## src/rtl/xlate_walker.sv

```systemverilog
module xlate_walker (
  input  logic        clk,
  input  logic        rst_n,
  input  logic        req_valid,
  input  logic [63:0] req_va,
  input  logic [1:0]  req_kind,
  input  logic [1:0]  req_mode,
  input  logic        xlate_en,
  input  logic        wide_addr,
  input  logic [63:0] root_pri,
  input  logic [63:0] root_sec,
  input  logic [63:0] root_home,
  output logic        busy,
  output logic        mem_req,
  output logic [63:0] mem_addr,
  input  logic        mem_ack,
  input  logic [63:0] mem_data,
  output logic        done,
  output logic        fault,
  output logic [7:0]  fault_code,
  output logic [63:0] fault_addr,
  output logic [63:0] real_addr,
  output logic        perm_r,
  output logic        perm_w,
  output logic        perm_x
);
  typedef enum logic [1:0] {S_IDLE, S_ROOT, S_READ, S_RESP} st_t;

  st_t         state;
  logic [63:0] va_q, root_q;
  logic [1:0]  asc_q, kind_q;
  logic [2:0]  lvl_q;
  logic        sec_fetch_q;

  function automatic logic [63:0] tbl_off(input logic [2:0] l, input logic [63:0] v);
    case (l)
      3'd4:    tbl_off = (v >> 50) & 64'h3ff8;
      3'd3:    tbl_off = (v >> 39) & 64'h3ff8;
      3'd2:    tbl_off = (v >> 28) & 64'h3ff8;
      3'd1:    tbl_off = (v >> 17) & 64'h3ff8;
      default: tbl_off = (v >> 9)  & 64'h07f8;
    endcase
  endfunction

  wire [63:0] va_m   = wide_addr ? req_va : (req_va & 64'h7fff_ffff);
  wire [63:0] va_pg  = va_m & ~64'hfff;
  wire        sfetch = (req_mode == 2'd2) && (req_kind == 2'd2);
  wire [1:0]  asc_in = (sfetch || req_mode == 2'd0) ? 2'd1 : req_mode;
  wire [63:0] root_in = (asc_in == 2'd1) ? root_pri : (asc_in == 2'd2) ? root_sec : root_home;
  wire        sdata  = (req_mode == 2'd2) && !sfetch;

  assign busy = (state != S_IDLE);
  assign done = (state == S_RESP);

  logic        reach_bad;
  always_comb
    case (root_q[3:2])
      2'd2:    reach_bad = |(va_q & 64'hffe0_0000_0000_0000);
      2'd1:    reach_bad = |(va_q & 64'hffff_fc00_0000_0000);
      2'd0:    reach_bad = |(va_q & 64'hffff_ffff_8000_0000);
      default: reach_bad = 1'b0;
    endcase

  logic        f_en, f_prot, ok_en, issue, ro;
  logic [7:0]  f_code;
  logic [63:0] ok_addr, nx_addr;
  logic [2:0]  nx_lvl;

  always_comb begin
    f_en = 1'b0; f_prot = 1'b0; f_code = 8'h00;
    ok_en = 1'b0; ok_addr = va_q; issue = 1'b0;
    nx_addr = 64'h0; nx_lvl = lvl_q; ro = 1'b0;
    case (state)
      S_ROOT: begin
        nx_lvl = {1'b0, root_q[3:2]} + 3'd1;
        if (reach_bad) begin f_en = 1'b1; f_code = 8'h12; end
        else if (root_q[5]) begin f_en = 1'b1; f_code = 8'h10; end
        else if (root_q[4]) ok_en = 1'b1;
        else begin
          issue = 1'b1;
          nx_addr = (root_q & ~64'hfff) + tbl_off(nx_lvl, va_q);
        end
      end
      S_READ: if (mem_ack) begin
        if (lvl_q != 3'd0) begin
          nx_lvl = lvl_q - 3'd1;
          if (mem_data[5]) begin f_en = 1'b1; f_code = 8'h10; end
          else if ({1'b0, mem_data[3:2]} != nx_lvl) begin f_en = 1'b1; f_code = 8'h12; end
          else begin
            issue = 1'b1;
            nx_addr = (mem_data & ((lvl_q == 3'd1) ? ~64'h7ff : ~64'hfff)) + tbl_off(nx_lvl, va_q);
          end
        end else begin
          ro = mem_data[9];
          if (mem_data[10]) begin f_en = 1'b1; f_code = 8'h11; end
          else if (kind_q == 2'd1 && (!perm_w || ro)) begin
            f_en = 1'b1; f_prot = 1'b1; f_code = 8'h04;
          end else begin
            ok_en = 1'b1; ok_addr = mem_data & ~64'hfff;
          end
        end
      end
      default: ;
    endcase
  end

  always_ff @(posedge clk) begin
    if (!rst_n) begin
      state <= S_IDLE; mem_req <= 1'b0; mem_addr <= 64'h0;
      va_q <= 64'h0; root_q <= 64'h0; asc_q <= 2'd1; kind_q <= 2'd0;
      lvl_q <= 3'd0; sec_fetch_q <= 1'b0;
      fault <= 1'b0; fault_code <= 8'h00; fault_addr <= 64'h0; real_addr <= 64'h0;
      perm_r <= 1'b0; perm_w <= 1'b0; perm_x <= 1'b0;
    end else begin
      case (state)
        S_IDLE: if (req_valid) begin
          va_q <= va_pg; root_q <= root_in; asc_q <= asc_in; kind_q <= req_kind;
          sec_fetch_q <= xlate_en && sfetch;
          fault <= 1'b0;
          if (!xlate_en) begin
            real_addr <= va_pg;
            perm_r <= 1'b1; perm_w <= 1'b1; perm_x <= 1'b1;
            state <= S_RESP;
          end else begin
            perm_r <= !sfetch; perm_w <= !sfetch; perm_x <= !sdata;
            state <= S_ROOT;
          end
        end
        S_RESP: state <= S_IDLE;
        default: begin
          if (f_en) begin
            fault <= 1'b1; fault_code <= f_code;
            fault_addr <= va_q | {61'h0, f_prot, asc_q};
            mem_req <= 1'b0; state <= S_RESP;
          end else if (ok_en) begin
            real_addr <= ok_addr;
            if (ro) perm_w <= 1'b0;
            mem_req <= 1'b0; state <= S_RESP;
          end else if (issue) begin
            mem_req <= 1'b1; mem_addr <= nx_addr; lvl_q <= nx_lvl;
            state <= S_READ;
          end
        end
      endcase
    end
  end

  p_req_hold_r12: assert property (@(posedge clk) disable iff (!rst_n)
    mem_req && !mem_ack |=> mem_req && $stable(mem_addr));
  p_done_pulse_r12: assert property (@(posedge clk) disable iff (!rst_n)
    done |=> !done);
  p_idle_quiet_r12: assert property (@(posedge clk) disable iff (!rst_n)
    !busy |-> !mem_req);
  p_entry_align_r4: assert property (@(posedge clk) disable iff (!rst_n)
    mem_req |-> mem_addr[2:0] == 3'b000);
  p_prot_tag_r10: assert property (@(posedge clk) disable iff (!rst_n)
    done && fault && fault_code == 8'h04 |-> fault_addr[2] && fault_addr[1:0] != 2'b00);
  p_sec_fetch_r11: assert property (@(posedge clk) disable iff (!rst_n)
    done && !fault && sec_fetch_q |-> !perm_r && !perm_w && perm_x);
endmodule

```

## config.mk

```make
export PLATFORM = sky130hd
export DESIGN_NAME = xlate_walker
export DESIGN_NICKNAME = d
export VERILOG_FILES = /design/src/rtl/xlate_walker.sv
export SDC_FILE = /design/constraint.sdc
export NUM_CORES = 1
export LEC_CHECK = 0
export BUFFER_PORTS_ARGS = -buffer_cell sky130_fd_sc_hd__buf_4
export CAP_MARGIN = 25
export CORE_ASPECT_RATIO = 0.6
export CORE_MARGIN = 2
export CORE_UTILIZATION = 40
export DETAILED_ROUTE_END_ITERATION = 12
export GPL_ROUTABILITY_DRIVEN = 0
export GPL_TIMING_DRIVEN = 0
export PLACE_DENSITY = 0.65
export SLEW_MARGIN = 10
export SYNTH_ARGS = -nofsm -noshare
export SYNTH_HDL_FRONTEND = slang
export SYNTH_SLANG_ARGS = --single-unit
```

## constraint.sdc

```tcl
create_clock -name clk -period 4.91 [get_ports clk]
set_clock_uncertainty 0.1 [all_clocks]
set_input_delay 0.982 -clock clk [delete_from_list [all_inputs] [get_ports clk]]
set_output_delay 0.982 -clock clk [all_outputs]
set_load 0.05 [all_outputs]
```

==> results.txt <==
The flow ran to the end, and the final reports show no timing, DRC or antenna violations. The leakage power figure is 8.611 nW. The number of distinct library cell variants in the gate-level netlist after synthesis is 68. The cell area after synthesis is 16560 um^2. The synthesized area per cell is 7.777 um^2. The number of levels the H-tree was split into is 1. Net switching is 42.62% of the power.

The final cell area excluding filler cells came out at 21870 um^2. The number of synthesis warnings is 0. The kind of start point of the critical path is a flop. Global routing finished with a remaining overflow of 0.

The routed via count divided by cell count came out at 5.823. The async set or reset register ratio after synthesis is 0%. Routed signal wires occupy layers up through met5. The share of the synthesized area in compound gates (AO/OA/AOI/OAI) came out at 18.48%.

The signal arrival time at the worst endpoint came out at 5.14 ns. The first-pass GRT wire length is 104.5 mm. At the pin with the least slew margin, the transition time is 1.141 ns. The clock sink count is 294.

The clock-pin slew reported for the worst setup and hold paths after clock tree synthesis is 0.08 ns. The time the final worst path needs with I/O delays and setup is 4.727 ns. By area, the combinational part of the netlist is dominated by simple AND/OR/NAND/NOR gates. The die area came out at 43090 um^2. The fraction of synthesized cell area in xor and xnor cells is 5.547%. The mux share of post-synthesis cell area came out at 9.673%. The area growth from synthesis to layout is 32.08%.

The number of synthesized register bits is 294. For this run, the leading register cell type out of synthesis is sky130_fd_sc_hd__dfxtp_1. The detailed-route wire length came out at 72.88 mm.

The number of detailed-routing iterations run before antenna repair is 8. The met2 layer wire length in the routed design came out at 29.91 mm. The worst register-to-register path begins at lvl_q[0]$_SDFFE_PN0P_.

The sum of met3 wire segment lengths after detailed routing is 9.229 mm. Counting along the longest clock path gives a buffer depth of 3. Across every metal layer, demand over resource in global routing totals 32.01%. Setup repair after global routing left no endpoint under its margin. The share of the clock period used by the worst path is 96.28%.

The min-delay analysis places its worst path in the category flop to flop. In this run the most critical hold path is launched from fault_addr[39]$_SDFFE_PN0P_. The proportion of power drawn by the clock network is 26.6%. For this run, the register share of the synthesized area comes to 35.55%. The analysis attributes to net switching a power of 0.003843 W.

Sequential cells account for 34.0% of the total power. The routed layout has 18670 vias. In the final design database the tool counted 3003 nets. The layout has 3954 filler cells. The adder and majority cell fraction of the synthesized area came out at 1.904%.

Across the run, the number of max-cap violations was 0. The count of nets left with antenna violations once routing finished came out at 0. Cells with a size suffix above 1 make up 22.56% of the layout. The simple logic cell fraction of the synthesized area is 22.31%.

The pin count of the biggest net entering global routing came out at 16. The floorplan die width is 266.7 um. The worst vdd rail ir drop came out at 282.5 uV.

The final number of hold-violating endpoints came out at 0. The number of top-level pins came out at 537. The critical path start-end classification is flop to flop. The worst max-slew margin expressed relative to the limit is 23.92%. The number of standard cells in the final layout excluding fillers is 3206. The count of unresolved DRC violations after routing is 0. The number of setup violations in the final report came out at 0. The synthesized design contains 0 enable-type register cells. The starting density of the core came out at 40.73%. Of the total power, combinational logic draws 39.4%. TritonCTS built the clock tree. The worst setup path is captured at a flop. The instance count of the mapped netlist came out at 2129. The critical path starts at lvl_q[0]$_SDFFE_PN0P_. Buffers placed on the I/O ports in this run total 462.

After synthesis, the cell types taking the most area are sky130_fd_sc_hd__dfxtp_1, sky130_fd_sc_hd__mux2i_1, sky130_fd_sc_hd__a21oi_1. The highest net fanout along the worst path came out at 12. The number of max-slew violations in the final report came out at 0. The number of buffers added by the clock tree synthesis step is 30. The iteration-0 DRC count of the detailed router came out at 2176.

The tree is rooted in a sky130_fd_sc_hd__clkbuf_16. The top achievable clock speed is 211.5 MHz. In this run the standard cell core region covers 40650 um^2. The count of placed standard cells including taps came out at 3149.

The placement row count came out at 57. The number of antenna violations at the first check in global routing came to 3. The internal power came out at 0.005173 W. The number of global-route vias before repair came out at 17260. The placed wire-length estimate came out at 58.57 mm. The area fraction of the dominant cell type after synthesis is 35.55%. In this run the cell area measured after placement is 20800 um^2.

The latest clock arrival within the worst-skew pair came out at 0.59 ns. The largest area contributor in the netlist is sky130_fd_sc_hd__dfxtp_1. The post-route met1 wirelength came out at 31.22 mm.

The average wire length per cell after detail routing came out at 22.73 um. The ratio of total power to cell area came out at 412.3 nW/um^2. For the worst setup path, the data required time is 5.32 ns. The vertical die dimension came out at 161.6 um.
==> cells by family (layout without fill, tap and decap cells) <==
group,count (synthesis),after routing
XOR/XNOR,104,104
flip-flops,294,294
AO/OA/AOI/OAI,501,501
adder cells (fa/ha/maj),24,24
buffers and inverters,227,744
AND/OR/NAND/NOR,818,818
multiplexers,160,160
other,1,30
==> cells in the mapped netlist, drive strengths merged, types with 4 or more instances <==
library cell,instances
a2bb2oi,12
nand3,102
xnor2,53
mux2i,160
and2,12
a21oi,213
and3,19
nand4,38
ha,22
nor3,52
xor2,51
o211a,5
a211oi,59
o22ai,27
o21ai,96
a22oi,43
dfxtp,294
or4,4
o221ai,6
nand2,277
buf,65
nor4b,4
clkbuf,132
nor2,260
inv,30
nor4,17
nand2b,5
a31oi,19
and4,13
==> worst paths after layout <==
kind                                                     to  slack, ns  cells after the start
worst max-delay path              mem_addr[57]$_SDFFE_PN0P_       0.18                     16
worst min-delay path            fault_addr[39]$_SDFFE_PN0P_       0.35                      2
worst max register to register    mem_addr[57]$_SDFFE_PN0P_       0.18                     16
worst min register to register  fault_addr[39]$_SDFFE_PN0P_       0.35                      2
==> per-stage QoR <==
| step | power [W] | utilization [%] | worst slack, ns | TNS (ns) | hold slack [ns] |
|---|---|---|---|---|---|
| 2_1_floorplan | 0.005235 | - | 0.9111 | 0 | 0.3315 |
| 3_3_place_gp | 0.006486 | 51.14 | -0.03636 | -0.04302 | 0.3420 |
| 3_5_place_dp | 0.006554 | 51.16 | -0.2163 | -0.5498 | 0.3479 |
| 4_1_cts | 0.008928 | 53.70 | 0.02055 | 0 | 0.3574 |
| 5_1_grt | 0.009374 | 53.78 | 0.003666 | 0 | 0.3748 |
| 6_report | 0.009016 | 53.80 | 0.1827 | 0 | 0.3541 |
==> metal layers <==
metal,track usage (%),up-vias
li1,-,8503
met1,45.59,8952
met2,45.80,1060
met3,9.590,151
met4,10.37,2
met5,0,-
==> layout make-up <==
cell class              count  area [um^2]  share of cell area [%]
plain buffers             193        954.7                   4.365
flip-flops and latches    294         5886                   26.91
diodes                      2        5.005                 0.02289
clock inverters            14        141.4                  0.6465
well taps                 531        664.4                   3.038
clock buffers              42        875.8                   4.005
repair buffers            465         3491                   15.96
multi-input cells        1635         9738                   44.53
inverters                  30        112.6                  0.5149
==> critical path, cell delays in order (launching register included) <==
cell and delay (ns):
sky130_fd_sc_hd__dfxtp_1 0.50, sky130_fd_sc_hd__inv_1 0.14, sky130_fd_sc_hd__ha_1 0.28, sky130_fd_sc_hd__xnor2_2 0.23, sky130_fd_sc_hd__and2_1 0.51, sky130_fd_sc_hd__a22oi_1 0.14
sky130_fd_sc_hd__nand2_1 0.12, sky130_fd_sc_hd__ha_1 0.23, sky130_fd_sc_hd__inv_1 0.07, sky130_fd_sc_hd__fa_1 0.41, sky130_fd_sc_hd__nand2b_1 0.26, sky130_fd_sc_hd__a2111o_2 0.67
sky130_fd_sc_hd__nor4_4 0.34, sky130_fd_sc_hd__nand3_1 0.14, sky130_fd_sc_hd__xnor2_1 0.22, sky130_fd_sc_hd__a2bb2oi_1 0.10, sky130_fd_sc_hd__a21oi_1 0.17
==> power by group through the flow <==
stage / Clock [W] / Combinational, W / Sequential (W)
after floorplan: 0 / 0.00182 / 0.00341
after global placement: 0 / 0.00341 / 0.00308
after detailed placement: 0 / 0.00346 / 0.00309
after CTS: 0.00241 / 0.00348 / 0.00304
after global routing: 0.00250 / 0.00378 / 0.00309
final: 0.00240 / 0.00355 / 0.00306
==> repair_timing <==
item                       4_1_cts  5_1_grt
hold buffers                     0        0
setup endpoints to repair        8       18
gates resized for setup          3        8
pin swaps                        1        0
buffers inserted                 2        0
hold endpoints to repair         0        0
==> placed cells by master, fill, tap and decap left out, types with 12 or more instances in the layout <==
| cell type | n |
|---|---|
| sky130_fd_sc_hd__and3_1 | 19 |
| sky130_fd_sc_hd__a31oi_1 | 18 |
| sky130_fd_sc_hd__nor2_1 | 260 |
| sky130_fd_sc_hd__nor4_1 | 14 |
| sky130_fd_sc_hd__xor2_1 | 51 |
| sky130_fd_sc_hd__ha_1 | 22 |
| sky130_fd_sc_hd__buf_4 | 493 |
| sky130_fd_sc_hd__nand2_1 | 277 |
| sky130_fd_sc_hd__mux2i_1 | 160 |
| sky130_fd_sc_hd__clkbuf_16 | 30 |
| sky130_fd_sc_hd__nand4_1 | 38 |
| sky130_fd_sc_hd__buf_2 | 25 |
| sky130_fd_sc_hd__o22ai_1 | 26 |
| sky130_fd_sc_hd__o21ai_0 | 84 |
| sky130_fd_sc_hd__and4_1 | 13 |
| sky130_fd_sc_hd__clkbuf_1 | 131 |
| sky130_fd_sc_hd__inv_1 | 29 |
| sky130_fd_sc_hd__a2bb2oi_1 | 12 |
| sky130_fd_sc_hd__nand3_1 | 102 |
| sky130_fd_sc_hd__a211oi_1 | 59 |
| sky130_fd_sc_hd__nor3_1 | 51 |
| sky130_fd_sc_hd__a21oi_1 | 210 |
| sky130_fd_sc_hd__conb_1 | 28 |
| sky130_fd_sc_hd__a22oi_1 | 43 |
| sky130_fd_sc_hd__xnor2_1 | 52 |
| sky130_fd_sc_hd__dfxtp_1 | 294 |
==> sequential cells by signal, summed over array words and instances, names as in the netlist, 3 cells and up <==
name,count
fault_addr,55
fault_code,4
lvl_q,3
mem_addr,61
real_addr,52
root_q,56
va_q,52
Power figures use the tool's default switching activity.
